--- config.mk ---
export PLATFORM = sky130hd
export DESIGN_NAME = relay_safety_ctrl
export DESIGN_NICKNAME = d
export VERILOG_FILES = /design/src/rtl/relay_safety_pkg.sv /design/src/rtl/emerg_sync.sv /design/src/rtl/mode_fsm.sv /design/src/rtl/ctrl_regs.sv /design/src/rtl/relay_safety_ctrl.sv
export SDC_FILE = /design/constraint.sdc
export NUM_CORES = 1
export LEC_CHECK = 0
export BUFFER_PORTS_ARGS = -buffer_cell sky130_fd_sc_hd__buf_2
export CAP_MARGIN = 10
export CORE_AREA = 2 2 49 55
export CTS_CLUSTER_SIZE = 30
export DETAILED_ROUTE_END_ITERATION = 16
export DIE_AREA = 0 0 51 57
export PLACE_DENSITY = 0.76
export SLEW_MARGIN = 20
export SYNTH_ARGS = -nofsm -noshare
export SYNTH_HDL_FRONTEND = slang
export SYNTH_SLANG_ARGS = --single-unit
--- constraint.sdc ---
create_clock -name clk -period 1.6 [get_ports clk]
set_input_delay 0.4 -clock clk [delete_from_list [all_inputs] [get_ports clk]]
set_output_delay 0.4 -clock clk [all_outputs]
set_load 0.01 [all_outputs]
--- src/rtl/relay_safety_pkg.sv ---
`timescale 1ns/1ps
package relay_safety_pkg;
    typedef enum logic [0:0] {
        MODE_RUN  = 1'b0,
        MODE_SAFE = 1'b1
    } mode_e;

    localparam logic [3:0] OFS_RELAY  = 4'h0;
    localparam logic [3:0] OFS_SETUP  = 4'h4;
    localparam logic [3:0] OFS_STATUS = 4'h8;
    localparam logic [3:0] OFS_BOOT   = 4'hA;
    localparam logic [3:0] OFS_ESW    = 4'hC;

    localparam int EN_BIT      = 0;
    localparam int RECOVER_BIT = 7;
    localparam int SAFE_STAT   = 3;
endpackage

--- src/rtl/emerg_sync.sv ---
`timescale 1ns/1ps
module emerg_sync #(
    parameter int STAGES = 2
) (
    input  logic clk,
    input  logic rst_n,
    input  logic async_i,
    output logic rise_o
);
    logic [STAGES-1:0] sync_q;
    logic              prev_q;

    always_ff @(posedge clk) begin
        if (!rst_n) begin
            sync_q <= '0;
            prev_q <= 1'b0;
        end else begin
            sync_q <= {sync_q[STAGES-2:0], async_i};
            prev_q <= sync_q[STAGES-1];
        end
    end

    assign rise_o = sync_q[STAGES-1] & ~prev_q;

    // one trip per input edge
    a_r10_single_edge: assert property (@(posedge clk) disable iff (!rst_n)
        rise_o |=> !rise_o);
endmodule

--- src/rtl/mode_fsm.sv ---
`timescale 1ns/1ps
module mode_fsm
    import relay_safety_pkg::*;
(
    input  logic clk,
    input  logic rst_n,
    input  logic trip_i,
    input  logic en_i,
    input  logic recover_i,
    output logic safe_o
);
    mode_e state_q, state_d;

    always_ff @(posedge clk) begin
        if (!rst_n) state_q <= MODE_RUN;
        else        state_q <= state_d;
    end

    always_comb begin
        state_d = state_q;
        unique case (state_q)
            MODE_RUN:  if (trip_i && en_i) state_d = MODE_SAFE;            // T_TRIP
            MODE_SAFE: if (recover_i && !(trip_i && en_i)) state_d = MODE_RUN; // T_RECOVER
            default:   state_d = MODE_RUN;
        endcase
    end

    always_comb begin
        safe_o = (state_q == MODE_SAFE);
    end

    // qualified trip always lands in MODE_SAFE
    a_r4_trip_enters: assert property (@(posedge clk) disable iff (!rst_n)
        (trip_i && en_i) |=> safe_o);
    // recovery without trip returns to MODE_RUN
    a_r6_recover_exits: assert property (@(posedge clk) disable iff (!rst_n)
        (safe_o && recover_i && !trip_i) |=> !safe_o);
    // disabled machine stays in MODE_RUN
    a_r8_disabled_stays: assert property (@(posedge clk) disable iff (!rst_n)
        (!safe_o && !en_i) |=> !safe_o);
endmodule

--- src/rtl/ctrl_regs.sv ---
`timescale 1ns/1ps
module ctrl_regs
    import relay_safety_pkg::*;
#(
    parameter int CH = 8,
    parameter int DW = 16
) (
    input  logic          clk,
    input  logic          rst_n,
    input  logic          wr_relay_i,
    input  logic          wr_setup_i,
    input  logic [DW-1:0] wr_data_i,
    input  logic [CH-1:0] boot_sw_i,
    output logic [CH-1:0] ctrl_o,
    output logic          en_o,
    output logic          recover_o
);
    logic [CH-1:0] ctrl_q;
    logic          en_q;

    always_ff @(posedge clk) begin
        if (!rst_n) begin
            ctrl_q <= ~boot_sw_i;
            en_q   <= 1'b1;
        end else begin
            if (wr_relay_i) ctrl_q <= wr_data_i[CH-1:0];
            if (wr_setup_i) en_q   <= wr_data_i[EN_BIT];
        end
    end

    assign ctrl_o    = ctrl_q;
    assign en_o      = en_q;
    assign recover_o = wr_setup_i & wr_data_i[RECOVER_BIT];

    // shadow only changes through a relay write
    a_r5_shadow_hold: assert property (@(posedge clk) disable iff (!rst_n)
        (!wr_relay_i && $past(rst_n)) |=> $stable(ctrl_o));
endmodule

--- src/rtl/relay_safety_ctrl.sv ---
`timescale 1ns/1ps
module relay_safety_ctrl
    import relay_safety_pkg::*;
#(
    parameter int CH          = 8,
    parameter int DW          = 16,
    parameter int AW          = 4,
    parameter int SYNC_STAGES = 2
) (
    input  logic          clk,
    input  logic          rst_n,
    input  logic          wr_en,
    input  logic [AW-1:0] addr,
    input  logic [DW-1:0] wr_data,
    output logic [DW-1:0] rd_data,
    input  logic [CH-1:0] boot_sw,
    input  logic [CH-1:0] emerg_sw,
    input  logic          emerg_in,
    input  logic          wdog_ovf,
    output logic [CH-1:0] relay_on
);
    localparam int PAD = DW - CH;

    logic          wr_relay, wr_setup;
    logic          emerg_rise, trip, en, recover, safe;
    logic [CH-1:0] ctrl;

    assign wr_relay = wr_en && (addr == OFS_RELAY);
    assign wr_setup = wr_en && (addr == OFS_SETUP);
    assign trip     = emerg_rise | wdog_ovf;

    emerg_sync #(.STAGES(SYNC_STAGES)) u_sync (
        .clk(clk), .rst_n(rst_n), .async_i(emerg_in), .rise_o(emerg_rise)
    );

    ctrl_regs #(.CH(CH), .DW(DW)) u_regs (
        .clk(clk), .rst_n(rst_n), .wr_relay_i(wr_relay), .wr_setup_i(wr_setup),
        .wr_data_i(wr_data), .boot_sw_i(boot_sw), .ctrl_o(ctrl),
        .en_o(en), .recover_o(recover)
    );

    mode_fsm u_fsm (
        .clk(clk), .rst_n(rst_n), .trip_i(trip), .en_i(en),
        .recover_i(recover), .safe_o(safe)
    );

    for (genvar c = 0; c < CH; c++) begin : g_chan
        assign relay_on[c] = safe ? emerg_sw[c] : ~ctrl[c];
    end

    always_comb begin
        rd_data = '0;
        case (addr)
            OFS_RELAY:  rd_data = {{PAD{1'b0}}, relay_on};
            OFS_SETUP:  rd_data[EN_BIT] = en;
            OFS_STATUS: rd_data[SAFE_STAT] = safe;
            OFS_BOOT:   rd_data = {{PAD{1'b0}}, boot_sw};
            OFS_ESW:    rd_data = {{PAD{1'b0}}, emerg_sw};
            default:    rd_data = '0;
        endcase
    end

    // a run-mode write reaches the relays one edge later unless a trip intervenes
    a_r2_write_applies: assert property (@(posedge clk) disable iff (!rst_n)
        (wr_relay && !safe) |=> (safe || relay_on == ~$past(wr_data[CH-1:0])));
endmodule

# == Word level (Yosys, flattened, before mapping) ==
# Cells that the tools add are included.
# totals
regBits,13
in_bits,41
# op_classes
n_eq_ne,5
muxes,17
n_bitwise,14
n_reduce_logical,6
# ops
op,n
two-way mux 8 bit,2
"== test 4 bit, second input constant",3
case mux 4 bit (3 select lines),1
two-way mux 1 bit,10
inverter 1 bit,10
inverter 8 bit,1
case mux 1 bit (4 select lines),2
case mux 2 bit (3 select lines),1
"== test 4 x 3 -> 1 bit, second input constant",1
logical AND 1 bit,4
zero test 4 bit,1
bitwise AND 1 bit,2
"!= test 2 x 1 -> 1 bit, second input constant",1
case mux 1 bit (2 select lines),1
zero test 1 bit,1
bitwise OR 1 bit,1

# == Logic depth before layout (Yosys ltp) ==
# Gate-level depths: netlist (run 1).
# logic_depth
depth_word,8
ltp_mapped,4
depth_no_buf,3

# == Hierarchy ==
# Synthesis (run 1) repeated with hierarchy kept, for this count alone.
# unflattened
hier_cells,98
area_unflattened_um2,958.4
# by_module_without_submodules
mod,instances,cells_each,area_per_inst_um2,seq_area_each_um2
relay_safety_ctrl,1,56,415.4,0.0
ctrl_regs,1,31,409.1,260.2
emerg_sync,1,7,92.6,60.1
mode_fsm,1,4,41.3,20.0

# == Least setup slack after synthesis (run 1) ==
# OpenSTA, ideal clock, no wires.
# synth_path
kind,reg-to-output
from,reg u_fsm.state_q (netlist: u_fsm.safe_o)
to,out rd_data[3]
arrival_ps,1136
required_ps,1200
slack_ps,64
path_stages_with_launch,4
n_path_buf,1
cell_sequence,dfxtp_1 -> buf_2 -> mux2i_1 -> a221o_1
# synth_between
elab_chain_len,2
# synth_rtl
element,line_no,text
start: declaration,mode_fsm.sv:12,"mode_e state_q, state_d;"
start signal: assignment,mode_fsm.sv:16,else state_q <= state_d;
two-way mux 1 bit,relay_safety_ctrl.sv:48,assign relay_on[c] = safe ? emerg_sw[c] : ~ctrl[c];
named net relay_on[3],relay_safety_ctrl.sv:20,output logic [CH-1:0] relay_on
case mux 1 bit (4 select lines),relay_safety_ctrl.sv:53,case (addr)
end: declaration,relay_safety_ctrl.sv:15,"output logic [DW-1:0] rd_data,"
# The timed path passes the listed nets, and every way through them passes these cells.

# == Final worst setup path (run 1) ==
# layout_path
from,in addr[1]
to,out rd_data[6]
# layout_between
elab_chain_len,2
# layout_rtl
element,line_no,text
start: declaration,relay_safety_ctrl.sv:13,"input logic [AW-1:0] addr,"
== test 4 bit or zero test 4 bit (tied branches),relay_safety_ctrl.sv:53,
case mux 4 bit (3 select lines) (*),relay_safety_ctrl.sv:53,
# Mark *: on every way between the ends. The rest lies on a longest branch, timed or not.

==> results.py, run 1 <==
metrics = {
    "floorplan": {
        "core.rowCount": 19,
        "die-area_um2": 2910,
        "start_util": 0.372,
        "io_pins": 65,
        "core_area_um2": 2400,
        "die_h_um": 57,
        "die_w_um": 51,
    },
    "placed_design": {
        "globalplace.congestion": 0.747,
        "dpl-instance-area_um2": 1240,
        "pre_cts_slack_ns": -0.284,
        "hpwl_mm": 1.78,
        "dpl.cell_count": 185,
        "numPortBuffers": 48,
    },
    "layout": {
        "stdcell_area_um2": 1400,
        "fin_cells": 190,
        "nNetsFinal": 201,
        "antenna_cells": 0,
        "layout_commonest_cell": "buf_2",
        "drive_above_1_share": 0.497,
        "layout_common_cells": "buf_2, buf_4, nand2_1, inv_1, o21ai_0",
        "multi_input_area_um2": 523,
        "regArea_um2": 344,
        "area_growth_pct": 56.5,
        "num-fill-cells": 216,
    },
    "critical_path": {
        "crit_fanout": 5,
        "start_kind": "primary input",
        "crit_family": "buffers and inverters",
        "path_buf_inv": 3,
        "r2r_end": "u_fsm.safe_o",
        "r2r_slack_ns": 0.72,
        "r2r_start": "u_fsm.safe_o",
        "slowest_stage": "nor4bb_4",
        "arrival_ns": 1.34,
        "r2r_cells": 4,
        "critPathKind": "in2out",
        "endpoint_kind": "output pin",
        "worstPathRequired_ns": 1.20,
        "cp.depth": 6,
        "path_cells": "buf_8 -> nor4bb_4 -> buf_4 -> a22o_1 -> a21o_1 -> buf_2",
        "max_stage_delay_ns": 0.31,
    },
    "routing": {
        "num_vias": 922,
        "via_per_inst": 4.85,
        "postRouteAntennaNets": 0,
        "drtIter0Drc": 10,
        "drt_first_pass_iters": 4,
        "drc": 0,
        "wirelength_mm": 2.38,
        "drt-wirelength-per-cell_um": 12.5,
    },
    "synthesis": {
        "synth_cell_type_count": 24,
        "synthCells": 95,
        "synth_seq_area_share": 0.381,
        "ys_ff_latch": 13,
        "synth_area_um2": 892,
        "yosysWarnings": 0,
        "syn_area_per_cell_um2": 9.39,
    },
    "cts": {
        "cts_root_buf": "clkbuf_4",
        "postCtsHoldBufs": 0,
        "clk_path_buf_depth": 2,
        "cts_tree": "done",
        "clock-sinks": 13,
        "clkTransAtPathRegs_ns": 0.07,
        "clkLatencyLatePin_ns": 0.26,
        "cts_buffers": 3,
        "cts_max_level": 1,
    },
    "grt": {
        "overflow": 0,
        "groute.usage.overall": 0.168,
        "grt_pass1_vias": 883,
        "antenna_found_initial": 0,
        "grt_max_degree": 21,
        "grt_first_pass_wirelength_mm": 3.77,
    },
    "sta": {
        "rsz0062_at_grt": "true",
        "hold_viol_final": 0,
        "slew_violations": 0,
        "skew_ns": 0.000247,
        "fin_crit_sh": 1.09,
        "max_clock_freq_mhz": 574,
        "fin_ws_ns": -0.143,
        "period_minus_slack_ns": 1.74,
        "setup_viol": 8,
    },
    "worst_hold_path": {
        "hold-path-cell-count": 2,
        "min_to": "u_sync.sync_q[0]",
        "hold_path_class": "in2reg",
        "min_from": "emerg_in",
    },
    "outcome": {
        "violations": "negative setup slack",
        "status": "finished, violations left",
    },
    "power": {
        "p_leak_nw": 0.751,
        "p_per_area_nw_per_um2": 627,
        "ir_drop_mv": 0.276,
    },
    "job": {
        "maxCapViolCount": 0,
    },
}
cells by family (layout without fill, tap and decap cells):
kind of cell	Yosys count	after routing	synth area share
AOI/OAI and AO/OA	27	27	0.217
buffers and inverters	23	80	0.135
DFF	13	13	0.381
muxes	10	10	0.112
other	1	8	0.00420
and+or+nand+nor	21	21	0.150
layer usage:
layer / up-vias / part of all wire / global-route usage
met4: 0 / 0.012 / 0.0811
met3: 2 / 0.061 / 0.0105
met5: - / 0 / 0
met1: 431 / 0.38 / 0.200
met2: 39 / 0.54 / 0.304
li1: 450 / - / -
state kept, by name, indices dropped and copies added (netlist names):
register       cells
u_regs.ctrl_o      8
u_sync.sync_q      2
u_fsm.safe_o       1
u_regs.en_o        1
u_sync.prev_q      1
worst register-to-register path, cell delays in order, from the launching register on:
cell     delay (ns)
dfxtp_4        0.38
buf_6          0.14
buf_4          0.13
o31ai_2        0.04
a21oi_1        0.08
repair_timing:
action,4_1_cts,5_1_grt
buffers inserted,0,1
cloned,0,0
resized for setup,21,7
setup endpoints to repair,14,14
pin swaps,8,4
worst max-delay path by stage:
stage | from | end | slack, ns
2_1_floorplan | u_fsm.safe_o | rd_data[3] | 0.06
3_3_place_gp | addr[1] | rd_data[5] | -0.28
3_5_place_dp | addr[1] | rd_data[6] | -0.28
4_1_cts | addr[2] | rd_data[1] | -0.15
5_1_grt | addr[1] | rd_data[5] | -0.21
6_report | addr[1] | rd_data[6] | -0.14
cells in the mapped netlist:
| cell type | instances | area (µm²) |
|---|---|---|
| or3b_4 | 1 | 11.3 |
| o311ai_1 | 1 | 8.76 |
| and2_1 | 3 | 18.8 |
| dfxtp_1 | 5 | 100 |
| nand2b_1 | 1 | 6.26 |
| a221o_1 | 2 | 20.0 |
| nor4bb_1 | 2 | 20.0 |
| a22o_1 | 6 | 52.6 |
| conb_1 | 1 | 3.75 |
| nor2b_1 | 1 | 6.26 |
| clkbuf_1 | 2 | 7.51 |
| o31ai_2 | 1 | 12.5 |
| a21oi_1 | 1 | 5.00 |
| buf_4 | 8 | 60.1 |
| edfxtp_1 | 8 | 240 |
| nor4b_1 | 1 | 8.76 |
| o21ai_0 | 10 | 50.1 |
| inv_1 | 10 | 37.5 |
| nor2_1 | 1 | 3.75 |
| buf_2 | 3 | 15.0 |
| mux2i_1 | 10 | 100 |
| a21o_1 | 6 | 45.0 |
| nand2_1 | 10 | 37.5 |
| nor4_4 | 1 | 21.3 |
cell type report:
class | count | area share
Clock buffer | 4 | 0.0188
Inverter | 10 | 0.0269
Multi-Input combinational cell | 66 | 0.375
Sequential cell | 13 | 0.246
Tap cell | 31 | 0.0278
Timing Repair Buffer | 66 | 0.306
metrics by stage:
step           setup TNS [ns]  total power [mW]  hold WS (ns)   util
6_report                -1.09             0.875         0.336  0.582
5_1_grt                 -1.64             0.934         0.332  0.582
4_1_cts                 -1.09             0.868         0.325  0.564
3_5_place_dp            -2.88             0.644         0.427  0.517
3_3_place_gp            -2.68             0.639         0.415  0.517
2_1_floorplan               0             0.532         0.412      -
power by group:
part / internal (mW) / leakage, nW / switching (mW)
sequential: 0.385 / 0.120 / 0.0145
clock: 0.0963 / 0.0150 / 0.0954
combinational: 0.151 / 0.616 / 0.133
No activity file was read; power rests on OpenSTA's default activity.
==> run 2, diff against run 1 <==
--- a/config.mk
+++ b/config.mk
@@ -12,6 +12,7 @@
 export DETAILED_ROUTE_END_ITERATION = 16
 export DIE_AREA = 0 0 51 57
 export PLACE_DENSITY = 0.76
+export SETUP_SLACK_MARGIN = 0.4
 export SLEW_MARGIN = 20
 export SYNTH_ARGS = -nofsm -noshare
 export SYNTH_HDL_FRONTEND = slang
==> results.py, run 2 (synthesis results as in run 1) <==
metrics = {
    "critical_path": {
        "r2r_slack_ns": 0.68,
        "crit_fanout": 4,
        "path_cells": "buf_12 -> mux2i_4 -> a221o_1 -> buf_2",
        "worstPathRequired_ns": 1.20,
        "max_stage_delay_ns": 0.38,
        "start_kind": "register",
        "critPathKind": "reg2out",
        "slowest_stage": "dfxtp_4",
        "r2r_start": "u_fsm.safe_o",
        "r2r_cells": 4,
        "r2r_end": "u_fsm.safe_o",
        "arrival_ns": 1.38,
        "endpoint_kind": "output pin",
    },
    "floorplan": {
        "die_w_um": 51,
        "io_pins": 65,
        "die-area_um2": 2910,
        "core_area_um2": 2400,
        "die_h_um": 57,
        "start_util": 0.372,
        "core.rowCount": 19,
    },
    "cts": {
        "cts_tree": "done",
        "cts_max_level": 1,
        "cts_buffers": 3,
        "postCtsHoldBufs": 0,
        "clkTransAtPathRegs_ns": 0.09,
        "clkLatencyLatePin_ns": 0.27,
        "clock-sinks": 13,
        "clk_path_buf_depth": 2,
        "cts_root_buf": "clkbuf_4",
    },
    "routing": {
        "drtIter0Drc": 8,
        "via_per_inst": 4.85,
        "met1_length_mm": 1.01,
        "drt_first_pass_iters": 4,
        "wl_met3_um": 142,
        "route.met2.wl_mm": 1.44,
        "wirelength_mm": 2.59,
        "num_vias": 887,
        "highest_layer": "met3",
        "drc": 0,
        "drt-wirelength-per-cell_um": 14.2,
        "postRouteAntennaNets": 0,
    },
    "power": {
        "cell_internal_pwr_uw": 644,
        "seqPwrFrac": 0.438,
        "p_per_area_nw_per_um2": 649,
        "power_frac_clock": 0.227,
        "p_total_uw": 920,
        "power_frac_comb": 0.335,
        "p_sw_frac": 0.300,
        "p_leak_nw": 0.720,
        "switchingPower_uw": 276,
        "ir_drop_mv": 0.347,
    },
    "worst_hold_path": {
        "min_to": "u_sync.sync_q[0]",
        "hold_path_class": "in2reg",
        "min_from": "emerg_in",
        "hold-path-cell-count": 2,
    },
    "sta": {
        "period_minus_slack_ns": 1.78,
        "slew_violations": 0,
        "rsz0062_at_grt": "true",
        "fin_ws_ns": -0.179,
        "fin_crit_sh": 1.11,
        "skew_ns": 0.00443,
        "holdWs_ns": 0.329,
        "hold_viol_final": 0,
        "fin_tns_setup_ns": -1.12,
        "max_clock_freq_mhz": 562,
        "setup_viol": 12,
    },
    "layout": {
        "layout_common_cells": "buf_2, inv_1, o21ai_0, conb_1, edfxtp_1",
        "largest_reg_flops": 8,
        "drive_above_1_share": 0.539,
        "stdcell_area_um2": 1420,
        "layout_commonest_cell": "buf_2",
        "nNetsFinal": 194,
        "antenna_cells": 0,
        "area_growth_pct": 58.8,
    },
    "placed_design": {
        "dpl-instance-area_um2": 1230,
        "hpwl_mm": 1.80,
        "numPortBuffers": 48,
        "globalplace.congestion": 0.748,
    },
    "grt": {
        "antenna_found_initial": 0,
        "grt_max_degree": 21,
        "grt_pass1_vias": 860,
        "grt_first_pass_wirelength_mm": 3.88,
        "overflow": 0,
        "groute.usage.overall": 0.176,
    },
    "outcome": {
        "violations": "negative setup slack",
        "status": "finished, violations left",
    },
    "job": {
        "maxCapViolCount": 0,
    },
}
[run 2: repair_timing]
item,in CTS,in global routing
buffers inserted,2,1
endpoints found under the setup margin,26,25
pin swaps,7,5
endpoints found under the hold margin,0,0
gates resized for setup,18,14
[run 2: worst max-delay path: cells and delay by family, from the launching register on]
family                 cells  cell delay [ns]
multiplexers               1             0.17
flip-flops                 1             0.38
AO/OA/AOI/OAI              1             0.28
buffers and inverters      2             0.27
[run 2: worst max path at each step]
stage | startpoint | to | slack, ns | depth (start not counted)
6_report | u_fsm.safe_o | rd_data[3] | -0.18 | 4
2_1_floorplan | addr[2] | rd_data[0] | 0.14 | 2
4_1_cts | u_fsm.safe_o | rd_data[3] | -0.18 | 4
3_3_place_gp | addr[2] | rd_data[7] | -0.14 | 6
5_1_grt | u_fsm.safe_o | rd_data[3] | -0.23 | 4
3_5_place_dp | addr[2] | rd_data[2] | -0.18 | 6
[run 2: routing by layer]
| metal | vias to the layer above | track usage |
|---|---|---|
| li1 | 439 | - |
| met3 | 0 | 0.0366 |
| met4 | 0 | 0.0463 |
| met5 | - | 0 |
| met1 | 413 | 0.210 |
| met2 | 35 | 0.315 |
[run 2: metrics by stage]
| step | setup slack, ns | std cells | util |
|---|---|---|---|
| floorplan | 0.136 | 102 | - |
| global placement | -0.137 | 176 | 0.514 |
| detailed placement | -0.181 | 176 | 0.514 |
| CTS | -0.177 | 182 | 0.559 |
| global route | -0.234 | 183 | 0.590 |
| finish | -0.179 | 183 | 0.590 |
[run 2: final cells by class]
| cell class | count | area (µm²) |
|---|---|---|
| fillers | 219 | 985 |
| multi-input cells | 66 | 566 |
| inverters | 10 | 37.5 |
| flip-flops and latches | 13 | 345 |
| well taps | 31 | 38.8 |
| repair buffers | 59 | 403 |
| clock buffers | 4 | 26.3 |
[run 2: power by group through the flow]
stage	Combinational [mW]	Clock [mW]	Sequential, mW
5_1_grt	0.333	0.236	0.405
6_report	0.308	0.209	0.403
3_3_place_gp	0.248	0	0.406
4_1_cts	0.278	0.210	0.400
2_1_floorplan	0.154	0	0.402
3_5_place_dp	0.255	0	0.408
